==> src/rtl/unpk_pkg.sv <==
package unpk_pkg;
  localparam int NUM_LANES = 3;
  localparam int LANE_W    = 2;

  localparam logic [LANE_W-1:0] LANE_Y  = 2'd0;
  localparam logic [LANE_W-1:0] LANE_CB = 2'd1;
  localparam logic [LANE_W-1:0] LANE_CR = 2'd2;

  typedef enum logic [1:0] {
    SLOT_CB = 2'd0,
    SLOT_YA = 2'd1,
    SLOT_CR = 2'd2,
    SLOT_YB = 2'd3
  } slot_e;

  function automatic logic [LANE_W-1:0] lane_of(input slot_e s);
    case (s)
      SLOT_CB: lane_of = LANE_CB;
      SLOT_CR: lane_of = LANE_CR;
      default: lane_of = LANE_Y;
    endcase
  endfunction

  function automatic slot_e slot_after(input slot_e s);
    case (s)
      SLOT_CB: slot_after = SLOT_YA;
      SLOT_YA: slot_after = SLOT_CR;
      SLOT_CR: slot_after = SLOT_YB;
      default: slot_after = SLOT_CB;
    endcase
  endfunction
endpackage

==> src/rtl/unpk_lane.sv <==
module unpk_lane #(
  parameter int SAMPLE_W = 8,
  parameter int SAMPLES  = 8
) (
  input  logic                         clk,
  input  logic                         rst,
  input  logic                         big_endian,
  input  logic                         in_valid,
  input  logic [SAMPLE_W*SAMPLES-1:0]  in_data,
  output logic                         in_ready,
  input  logic                         take,
  output logic                         has_sample,
  output logic [SAMPLE_W-1:0]          sample
);
  localparam int WORD_W = SAMPLE_W * SAMPLES;
  localparam int IDX_W  = (SAMPLES > 1) ? $clog2(SAMPLES) : 1;
  localparam logic [IDX_W-1:0] LAST = IDX_W'(SAMPLES - 1);

  logic [WORD_W-1:0]   word_q;
  logic [IDX_W-1:0]    idx_q;
  logic [IDX_W-1:0]    pos;
  logic                full_q;
  logic [SAMPLE_W-1:0] slice [SAMPLES];

  assign in_ready   = !full_q;
  assign has_sample = full_q;

  always_ff @(posedge clk) begin
    if (rst) begin
      full_q <= 1'b0;
      idx_q  <= '0;
      word_q <= '0;
    end else if (!full_q) begin
      if (in_valid) begin
        word_q <= in_data;
        full_q <= 1'b1;
        idx_q  <= '0;
      end
    end else if (take) begin
      if (idx_q == LAST) begin
        full_q <= 1'b0;
        idx_q  <= '0;
      end else begin
        idx_q <= idx_q + 1'b1;
      end
    end
  end

  genvar g;
  generate
    for (g = 0; g < SAMPLES; g++) begin : g_slice
      assign slice[g] = word_q[g*SAMPLE_W +: SAMPLE_W];
    end
  endgenerate

  assign pos    = big_endian ? (LAST - idx_q) : idx_q;
  assign sample = slice[pos];
endmodule

==> src/rtl/unpk_mode.sv <==
module unpk_mode #(
  parameter int NUM = 3
) (
  input  logic           clk,
  input  logic           rst,
  input  logic           mode_in,
  input  logic [NUM-1:0] lanes_busy,
  output logic           mode_q
);
  always_ff @(posedge clk) begin
    if (rst) begin
      mode_q <= mode_in;
    end else if (lanes_busy == '0) begin
      mode_q <= mode_in;
    end
  end
endmodule

==> src/rtl/unpk_seq.sv <==
module unpk_seq
  import unpk_pkg::*;
#(
  parameter int SAMPLE_W = 8,
  parameter int OUT_W    = 10
) (
  input  logic                                 clk,
  input  logic                                 rst,
  input  logic                                 ce,
  input  logic [NUM_LANES-1:0]                 lane_has,
  input  logic [NUM_LANES-1:0][SAMPLE_W-1:0]   lane_sample,
  output logic [NUM_LANES-1:0]                 lane_take,
  output logic [OUT_W-1:0]                     out_data,
  output logic                                 out_valid
);
  slot_e             slot_q;
  logic [LANE_W-1:0] sel;
  logic              fire;
  logic [OUT_W-1:0]  shaped;

  always_comb begin
    sel            = lane_of(slot_q);
    fire           = ce && lane_has[sel];
    lane_take      = '0;
    lane_take[sel] = fire;
  end

  generate
    if (OUT_W > SAMPLE_W) begin : g_pad
      assign shaped = {lane_sample[sel], {(OUT_W-SAMPLE_W){1'b0}}};
    end else begin : g_trunc
      assign shaped = lane_sample[sel][SAMPLE_W-1 -: OUT_W];
    end
  endgenerate

  always_ff @(posedge clk) begin
    if (rst) begin
      slot_q    <= SLOT_CB;
      out_valid <= 1'b0;
      out_data  <= '0;
    end else begin
      out_valid <= fire;
      if (fire) begin
        out_data <= shaped;
        slot_q   <= slot_after(slot_q);
      end
    end
  end
endmodule

==> src/rtl/ycbcr_unpacker.sv <==
module ycbcr_unpacker
  import unpk_pkg::*;
#(
  parameter int SAMPLE_W         = 8,
  parameter int SAMPLES_PER_WORD = 8,
  parameter int OUT_W            = 10
) (
  input  logic                                   clk,
  input  logic                                   rst,
  input  logic                                   pix_ce,
  input  logic                                   big_endian,
  input  logic                                   y_valid,
  input  logic [SAMPLE_W*SAMPLES_PER_WORD-1:0]   y_data,
  output logic                                   y_ready,
  input  logic                                   cb_valid,
  input  logic [SAMPLE_W*SAMPLES_PER_WORD-1:0]   cb_data,
  output logic                                   cb_ready,
  input  logic                                   cr_valid,
  input  logic [SAMPLE_W*SAMPLES_PER_WORD-1:0]   cr_data,
  output logic                                   cr_ready,
  output logic [OUT_W-1:0]                       vd_out,
  output logic                                   vd_valid
);
  localparam int WORD_W = SAMPLE_W * SAMPLES_PER_WORD;

  logic [NUM_LANES-1:0]               q_valid;
  logic [NUM_LANES-1:0][WORD_W-1:0]   q_data;
  logic [NUM_LANES-1:0]               q_ready;
  logic [NUM_LANES-1:0]               lane_full;
  logic [NUM_LANES-1:0]               lane_take;
  logic [NUM_LANES-1:0][SAMPLE_W-1:0] lane_sample;
  logic                               mode_q;

  always_comb begin
    q_valid          = '0;
    q_data           = '0;
    q_valid[LANE_Y]  = y_valid;
    q_data[LANE_Y]   = y_data;
    q_valid[LANE_CB] = cb_valid;
    q_data[LANE_CB]  = cb_data;
    q_valid[LANE_CR] = cr_valid;
    q_data[LANE_CR]  = cr_data;
  end

  assign y_ready  = q_ready[LANE_Y];
  assign cb_ready = q_ready[LANE_CB];
  assign cr_ready = q_ready[LANE_CR];

  unpk_mode #(.NUM(NUM_LANES)) u_mode (
    .clk       (clk),
    .rst       (rst),
    .mode_in   (big_endian),
    .lanes_busy(lane_full),
    .mode_q    (mode_q)
  );

  genvar l;
  generate
    for (l = 0; l < NUM_LANES; l++) begin : g_lane
      unpk_lane #(.SAMPLE_W(SAMPLE_W), .SAMPLES(SAMPLES_PER_WORD)) u_lane (
        .clk       (clk),
        .rst       (rst),
        .big_endian(mode_q),
        .in_valid  (q_valid[l]),
        .in_data   (q_data[l]),
        .in_ready  (q_ready[l]),
        .take      (lane_take[l]),
        .has_sample(lane_full[l]),
        .sample    (lane_sample[l])
      );
    end
  endgenerate

  unpk_seq #(.SAMPLE_W(SAMPLE_W), .OUT_W(OUT_W)) u_seq (
    .clk        (clk),
    .rst        (rst),
    .ce         (pix_ce),
    .lane_has   (lane_full),
    .lane_sample(lane_sample),
    .lane_take  (lane_take),
    .out_data   (vd_out),
    .out_valid  (vd_valid)
  );
endmodule

==> config.mk <==
export PLATFORM = sky130hd
export DESIGN_NAME = ycbcr_unpacker
export DESIGN_NICKNAME = d
export VERILOG_FILES = /design/src/rtl/unpk_pkg.sv /design/src/rtl/unpk_lane.sv /design/src/rtl/unpk_mode.sv /design/src/rtl/unpk_seq.sv /design/src/rtl/ycbcr_unpacker.sv
export SDC_FILE = /design/constraint.sdc
export NUM_CORES = 1
export LEC_CHECK = 0
export BUFFER_PORTS_ARGS = -buffer_cell sky130_fd_sc_hd__buf_4
export CORE_MARGIN = 5
export CORE_UTILIZATION = 55
export CTS_BUF_LIST = sky130_fd_sc_hd__clkbuf_8 sky130_fd_sc_hd__clkbuf_16
export DETAILED_ROUTE_END_ITERATION = 16
export PLACE_DENSITY = 0.8
export SYNTH_ARGS = -nofsm -noshare
export SYNTH_HDL_FRONTEND = slang
export SYNTH_SLANG_ARGS = --single-unit
==> constraint.sdc <==
create_clock -name clk -period 5.1 [get_ports clk]
set_input_delay 1.02 -clock clk [delete_from_list [all_inputs] [get_ports clk]]
set_output_delay 1.02 -clock clk [all_outputs]
set_load 0.02 [all_outputs]
==> results, run 1 <==
- The detailed router finished its first iteration with 976 violations.
- Summing all multi-input logic gate instances after layout gives 5577 um^2.
- After detailed routing, the average wire length per cell comes to 17.34 um.
- In this run the vertical extent of the chip is 147.5 um.
- The tightest min-delay check is of the reg -> reg type.
- The maximum clock rate is 332.9 MHz.
- The number of warnings reported in the yosys synthesis log is 0.
- The first global-routing pass estimated 45650 um of wire.
- The total DRC errors in the routed layout is 0.
- No sink is reached through more buffers than the 3 on the longest clock path.
- Detailed placement finished with a half-perimeter wire length of 20620 um.
- In the routed layout, each cell is associated on average with a via count of 5.850.
- The worst IR drop on VDD is 0.2192 mV.
- The total CTS buffers is 22.
- The proportion of synthesized chip area in sequential cells is 0.4170.
- The synthesized design spends more area on one cell type than any other, namely dfxtp_1.
- The fraction of power consumed by combinational cells is 0.130.
- Setup repair after global routing left no endpoint under its margin.
- The initial antenna violation count is 0.
- The final wirelength is 28990 um.
- The placement row count is 50.
- The repair_antennas step left the layout with diodes totalling 0.
- Of the cells placed in the final design, the portion with a size suffix greater than 1 is 0.2045.
- The relative slew slack is 0.1536.
- In this run the post-CTS setup repair buffer count came out at 0.
- Setup violations remaining at the end of the flow were counted as 0.
- The placer congestion estimate is 0.8875.
- The cell-internal power is 3.001 mW.
- The worst-skew pair later-pin latency is 0.52 ns.
- Sorting the synthesized cells by area gives the leading types as dfxtp_1 (41%), nand2_1 (16%), a21oi_1 (10%).
- The share of Yosys cell area claimed by the top area cell type is 0.4141.
- The number of gates resized after CTS is 0.
- The number of max-slew violations in the final report is 0.
- For this run, the leading register cell type out of synthesis is dfxtp_1.
- Buffers placed on the I/O ports in this run total 210.
- Synthesis handed over a netlist of 1289 instances.
- TritonCTS built the clock tree.
- The total routing resource utilization after global routing is 0.2522.
- Of the total synthesized cell area, the portion taken by AND, OR, NAND and NOR gates is 0.2022.
- The total grt overflow is 0.
- Clock tree synthesis selected as its root buffer the cell clkbuf_16.
- The worst path arrival time is 3.41 ns.
- The most common library cell in the layout ignoring fill and taps is nand2_1.
- The count of placed standard cells in the final layout, fillers left out is 1672.
- For this run, the share of the core covered by cells in the final layout is 0.6757.
- After synthesis, the largest family of logic cells by area is compound AO/OA/AOI/OAI gates.
- The smallest clock period supported by the final layout is computed as 3.004 ns.
- The starting density of the core is 0.5575.
- The sink count of the clock tree is 216.
- The fraction of the mapped netlist area in compound gates is 0.2086.
- Between clock sinks in the finished design, the worst skew comes to 0.01594 ns.
- The count of endpoints failing hold in the final timing report came to 0.
- The number of global-route vias before repair is 8930.
- The sort of element at the end of the critical path is a flip-flop.
- Counting flops with a built-in enable in the synthesized netlist gives 1.
- The top cell types in the final layout, fill and taps aside, are nand2_1 (430), a21oi_1 (216), dfxtp_1 (215), buf_4 (214), a22oi_1 (27).
- In this run the power density over the cells is 318.7 nW/um^2.
- The transition time at the pin with the least slew margin is 1.267 ns.
- The die footprint is 21750 um^2.
- Of the total power, the share spent switching nets is 0.2525.
- The average footprint of a synthesized cell is 8.063 um^2.
- The via count is 9781.
- The async set-reset flop share out of synthesis is 0.
- The kind of start point of the critical path is a flip-flop.
- Synthesis inferred 216 register bits.
- Summed over all failing endpoints, the final setup total negative slack is 0 ns.
- After filler insertion, the fill cell instance count of the layout stands at 1556.
- Counting tap cells, the placed design contains a total of 1634 instances.
- The tool flagged a number of max-cap violations equal to 0.
- The area of all sequential standard cells is 4334 um^2.
- The highest net fanout along the worst path is 18.
- For this design the static power due to leakage is 4.992 nW.
- The clock share of power is 0.406.
- The fraction of synthesized cell area in xor and xnor cells is 0.002408.
- Clock-pin slew was measured on the worst setup and hold paths at 0.06 ns.
- The post-synth design cell area is 10390 um^2.
- The H-tree depth is 1.
- The area share of fa/ha/maj cells after synthesis is 0.01204.
- The number of buffers added to fix hold violations after cts is 0.
- The floorplan step defined a core boundary enclosing 18640 um^2.
- The number of nets in the final layout is 1633.
- The number of detailed-route iterations in the first pass is 6.
- In this run the power spent charging and discharging nets is 1.014 mW.
- The mux cell area share after synthesis is 0.1076.
- The maximum number of pins on one net before global-route repair is 127.
- The run finished with clean final reports.
- The number of different library cells used by synthesis comes to 56.
- The sequential power share is 0.463.
- For the worst setup path, the data required time is 5.50 ns.
- The post-synthesis to final-layout area growth is 21.20%.
- After layout, the design draws a total of 4.015 mW.
- The post-detailed-route count of antenna-violating nets is 0.
- Dividing the final minimum period by the clock period gives 0.5889.
- 213 I/O pins were placed.
- The die is 147.5 um wide.
- The kind of critical path is reg -> reg.
-- cell type report --
cell class / count / area share
clock buffer: 28 / 0.05026
clock inverter: 10 / 0.008343
inverter: 10 / 0.002980
multi-input combinational: 959 / 0.4427
sequential: 216 / 0.3441
tap: 234 / 0.02324
timing repair buffer: 215 / 0.1284
-- worst max-delay path, cell delays in order, from the launching register on --
cell,delay [ns]
dfxtp_1,0.31
inv_1,0.12
ha_1,0.59
mux2i_1,0.27
o21ai_2,0.64
nand2_1,0.35
a221oi_1,0.36
a211o_1,0.19
o22ai_1,0.07
-- through the flow --
step	instance area (um^2)	hold WS (ns)	worst slack [ns]
2_1_floorplan	10400	0.4360	2.952
3_3_place_gp	11860	0.4409	2.153
3_5_place_dp	11860	0.4463	2.087
4_1_cts	12600	0.4542	2.144
5_1_grt	12600	0.4757	1.858
6_report	12600	0.4551	2.097
-- synthesized netlist by cell type (2+ instances only) --
cell / count
a211o_1: 8
a211oi_1: 8
a21oi_1: 216
a221oi_1: 14
a222oi_1: 5
a22o_1: 11
a22oi_1: 27
a22oi_2: 2
a31oi_1: 9
and2_1: 2
and3_1: 5
buf_1: 16
buf_2: 17
buf_4: 4
buf_6: 5
clkbuf_1: 62
dfxtp_1: 215
ha_1: 10
inv_1: 10
mux2_2: 7
mux2i_1: 23
mux4_1: 10
mux4_2: 23
nand2_1: 433
nand2b_1: 5
nand3_1: 15
nand3b_1: 5
nand4_1: 6
nor2_1: 20
nor2b_1: 13
nor3_1: 12
o21ai_0: 18
o21ai_1: 5
o221ai_1: 7
o22a_1: 5
o22ai_1: 10
o2bb2ai_1: 2
o31a_1: 5
or2_2: 2
-- per-layer routing --
metal	global-route usage	wire length, um
met5	0	0
met4	0.06617	651
met3	0.04323	2507
met2	0.4048	13420
met1	0.3556	12410
-- final timing paths --
check / start / to / slack [ns] / depth (start not counted)
setup / recovery: u_seq.slot_q[0] / u_seq.out_data[2] / 2.10 / 8
hold / removal: g_lane[2].u_lane.word_q[43] / g_lane[2].u_lane.word_q[43] / 0.46 / 2
setup reg to reg: u_seq.slot_q[0] / u_seq.out_data[2] / 2.10 / 8
hold reg to reg: g_lane[2].u_lane.word_q[43] / g_lane[2].u_lane.word_q[43] / 0.46 / 2
-- logic make-up after synthesis --
logic type,Yosys count
xor gates and xnor gates,2
adders and majority gates,10
other,1
and+or+nand+nor,521
buffers and inverters,115
AOI/OAI and AO/OA,359
DFF,216
muxes,65
-- power by group through the flow --
stage	clock [mW]	combinational [mW]	sequential, mW
final	1.63	0.523	1.86
after detailed placement	0	0.518	1.89
after floorplan	0	0.322	1.87
after CTS	1.64	0.522	1.86
after global placement	0	0.508	1.89
after global routing	1.72	0.576	1.87
-- state kept, by name (all words and copies together) (netlist names) --
name	flops
g_lane.u_lane.has_sample	3
u_seq.out_valid	1
g_lane.u_lane.word_q	192
u_seq.out_data	8
u_mode.mode_q	1
g_lane.u_lane.idx_q	9
u_seq.slot_q	2
Power figures use the tool's default switching activity.
==> run 2, diff against run 1 <==
==> constraint.sdc (replaced) <==
create_clock -name clk -period 2.8 [get_ports clk]
set_input_delay 0.56 -clock clk [delete_from_list [all_inputs] [get_ports clk]]
set_output_delay 0.56 -clock clk [all_outputs]
set_load 0.02 [all_outputs]
==> run 2 against run 1 <==
Worst setup slack lost 1.7 ns. Fmax rose by 24%. Via count increased by 0.52%. First-iteration DRC count down 2.4%. Largest power group unchanged. Highest routed layer unchanged.
==> results, run 2 (same netlist as run 1, synthesis figures left out) <==
- The number of violations reported at the end of detailed-routing iteration 0 came to 953 (-2.4%).
- The post-place setup slack is 0.3518 ns (-1.735 ns).
- The number of global-route vias before repair was 9033 (+1.2%).
- The highest net fanout along the worst path was 18 (unchanged).
- The total CTS buffers is 23 (+4.5%).
- The placer congestion estimate is 0.8782 (-1.0%).
- The post-synthesis to final-layout area growth is 23.10%.
- The number of gates resized after CTS was 0 (unchanged).
- The number of top-level pins is 213 (unchanged).
- The clock tree buffer depth is 3 (unchanged).
- The worst-skew pair later-pin latency is 0.51 ns (about the same).
- The share of the clock period used by the worst path came to 0.8685 (+0.2795).
- The chip height was 147.5 um (unchanged).
- The fraction of final layout cells sized beyond drive strength 1 came to 0.2179 (+0.01342).
- The count of endpoints failing hold in the final timing report is 0 (unchanged).
- The starting density of the core is 0.5575 (unchanged).
- The die footprint is 21750 um^2 (unchanged).
- Ranked by flip-flop count, first place goes to g_lane.u_lane.word_q.
- The horizontal die dimension is 147.5 um (unchanged).
- The area of the placeable core is 18640 um^2 (unchanged).
- Setup repair after global routing left no endpoint under its margin.
- The power density over the cells is 580.9 nW/um^2 (+82%).
- The total DRC errors in the routed layout was 0 (unchanged).
- The number of buffers added to fix hold violations after cts is 0 (unchanged).
- The number of I/O port buffers was 210 (unchanged).
- The worst setup path is launched from a flip-flop.
- The worst clock skew on the final layout was 0.006498 ns (-0.009441 ns).
- The flip-flop count of the largest register, all copies and words added is 192 (unchanged).
- The total leakage power is 5.072 nW (+1.6%).
- The worst path arrival time is 2.82 ns (-0.59 ns).
- The relative slew slack is 0.3853 (+0.2317).
- The buffers inserted during post-CTS setup optimization is 0 (unchanged).
- The routed length per placed instance came to 17.18 um (-0.91%).
- The H-tree depth is 1 (unchanged).
- The transition time at the pin with the least slew margin is 0.9186 ns (-0.3483 ns).
- The total routing resource utilization after global routing is 0.2560 (+0.003835).
- The final setup violation count came to 0 (unchanged).
- The sum of negative setup slack came to 0 ns (unchanged).
- The worst path setup slack after routing is 0.3683 ns (-1.728 ns).
- The required time reported for the critical path endpoint was 3.19 ns (-2.31 ns).
- The maximum number of pins on one net before global-route repair was 165 (+30%).
- The clock-pin slew on the worst setup and hold paths is 0.06 ns (about the same).
- The CTS tree is done.
- The placed wire-length estimate is 20750 um (+0.64%).
- The number of detailed-route iterations in the first pass is 6 (unchanged).
- The number of nets in the final layout is 1647 (+0.86%).
- The worst setup path is captured at a flip-flop.
- The number of max-slew violations in the final report is 0 (unchanged).
- The top cell types in the final layout, fill and taps aside, are nand2_1 (430), buf_4 (222), a21oi_1 (216), dfxtp_1 (215), a22oi_1 (27).
- The vias per cell came to 5.821 (-0.49%).
- The post-layout minimum cycle time is 2.432 ns (-0.5718 ns).
- The via count is 9832 (+0.52%).
- The total grt overflow was 0 (unchanged).
- The placement row count came to 50 (unchanged).
- The global-route wire length before repair is 46400 um (+1.6%).
- In the final layout, the registers with the most flip-flops are g_lane.u_lane.word_q: 192 flops, g_lane.u_lane.idx_q: 9 flops, u_seq.out_data: 8 flops.
- The kind of critical path is reg -> reg.
- The count of fill cells added during filler insertion is 1533 (-1.5%).
- The buffer type at the clock tree root is clkbuf_16.
- The worst IR drop on VDD is 0.4107 mV (+87%).
- Leaving out fill and tap cells, the most frequent cell in the layout is nand2_1.
- The type of the worst min-delay path is in -> reg.
- The final wirelength is 29010 um (about the same).
- The max-capacitance violation count is 0 (unchanged).
- The number of inserted diodes came to 0 (unchanged).
- The run finished with clean final reports.
- The initial antenna violation count is 0 (unchanged).
- The post-detailed-route count of antenna-violating nets was 0 (unchanged).
- The maximum clock rate was 411.2 MHz (+24%).
- The sink count of the clock tree is 216 (unchanged).
run 2: cell types whose count changed in the layout (fill, tap and decap cells not counted), sizes merged:
cell      before  now
buf          215  228
clkinv         3    7
inv           15   12
clkbuf        28   27
clkinvlp       0    4
run 2: per-layer routing:
| layer | part of all wire | up-vias | track usage |
|---|---|---|---|
| met5 | 0 | - | 0 |
| met4 | 0.026 | 0 | 0.07130 |
| met3 | 0.087 | 55 | 0.05303 |
| met2 | 0.46 | 437 | 0.3975 |
| met1 | 0.43 | 4525 | 0.3647 |
| li1 | - | 4815 | - |
run 2: path summary, 6_finish.rpt:
path                                       to  cells past startpoint  slack, ns                        start
setup / recovery            u_seq.out_data[2]                      8       0.37              u_seq.slot_q[0]
hold / removal                  u_mode.mode_q                      1       0.26                   big_endian
setup reg to reg            u_seq.out_data[2]                      8       0.37              u_seq.slot_q[0]
hold reg to reg   g_lane[2].u_lane.word_q[38]                      2       0.46  g_lane[2].u_lane.word_q[38]
run 2: cell type report:
| type | instances | area (um^2) | area share |
|---|---|---|---|
| clock buffer | 27 | 630.6 | 0.04929 |
| clock inverter | 15 | 142.6 | 0.01115 |
| inverter | 10 | 37.54 | 0.002934 |
| multi-input combinational | 959 | 5579 | 0.4360 |
| sequential | 216 | 4334 | 0.3387 |
| tap | 234 | 292.8 | 0.02288 |
| timing repair buffer | 228 | 1778 | 0.1390 |
run 2: report_power, final:
group / switching [mW] / leakage (nW) / internal, mW / total [mW]
clock network: 1.26 / 0.377 / 1.80 / 3.07
logic: 0.514 / 2.92 / 0.464 / 0.979
registers: 0.138 / 1.77 / 3.25 / 3.39
total: 1.91 / 5.07 / 5.52 / 7.43
run 2: worst max-delay path, stage by stage (launching register included):
cell	delay, ns
dfxtp_1	0.34
inv_1	0.09
ha_1	0.25
mux2i_1	0.18
o21ai_2	0.59
nand2_1	0.34
a221oi_1	0.29
a211o_1	0.17
o22ai_1	0.07
run 2: metrics by stage:
stage / utilization / hold WS (ns) / area, um^2 / cells / total power, mW
floorplan: - / 0.4360 / 10400 / 1290 / 3.990
global placement: 0.6447 / 0.4426 / 12020 / 1647 / 4.387
detailed placement: 0.6447 / 0.4490 / 12020 / 1647 / 4.414
CTS: 0.6862 / 0.2354 / 12790 / 1689 / 7.453
global route: 0.6863 / 0.2323 / 12790 / 1689 / 7.718
finish: 0.6863 / 0.2570 / 12790 / 1689 / 7.432
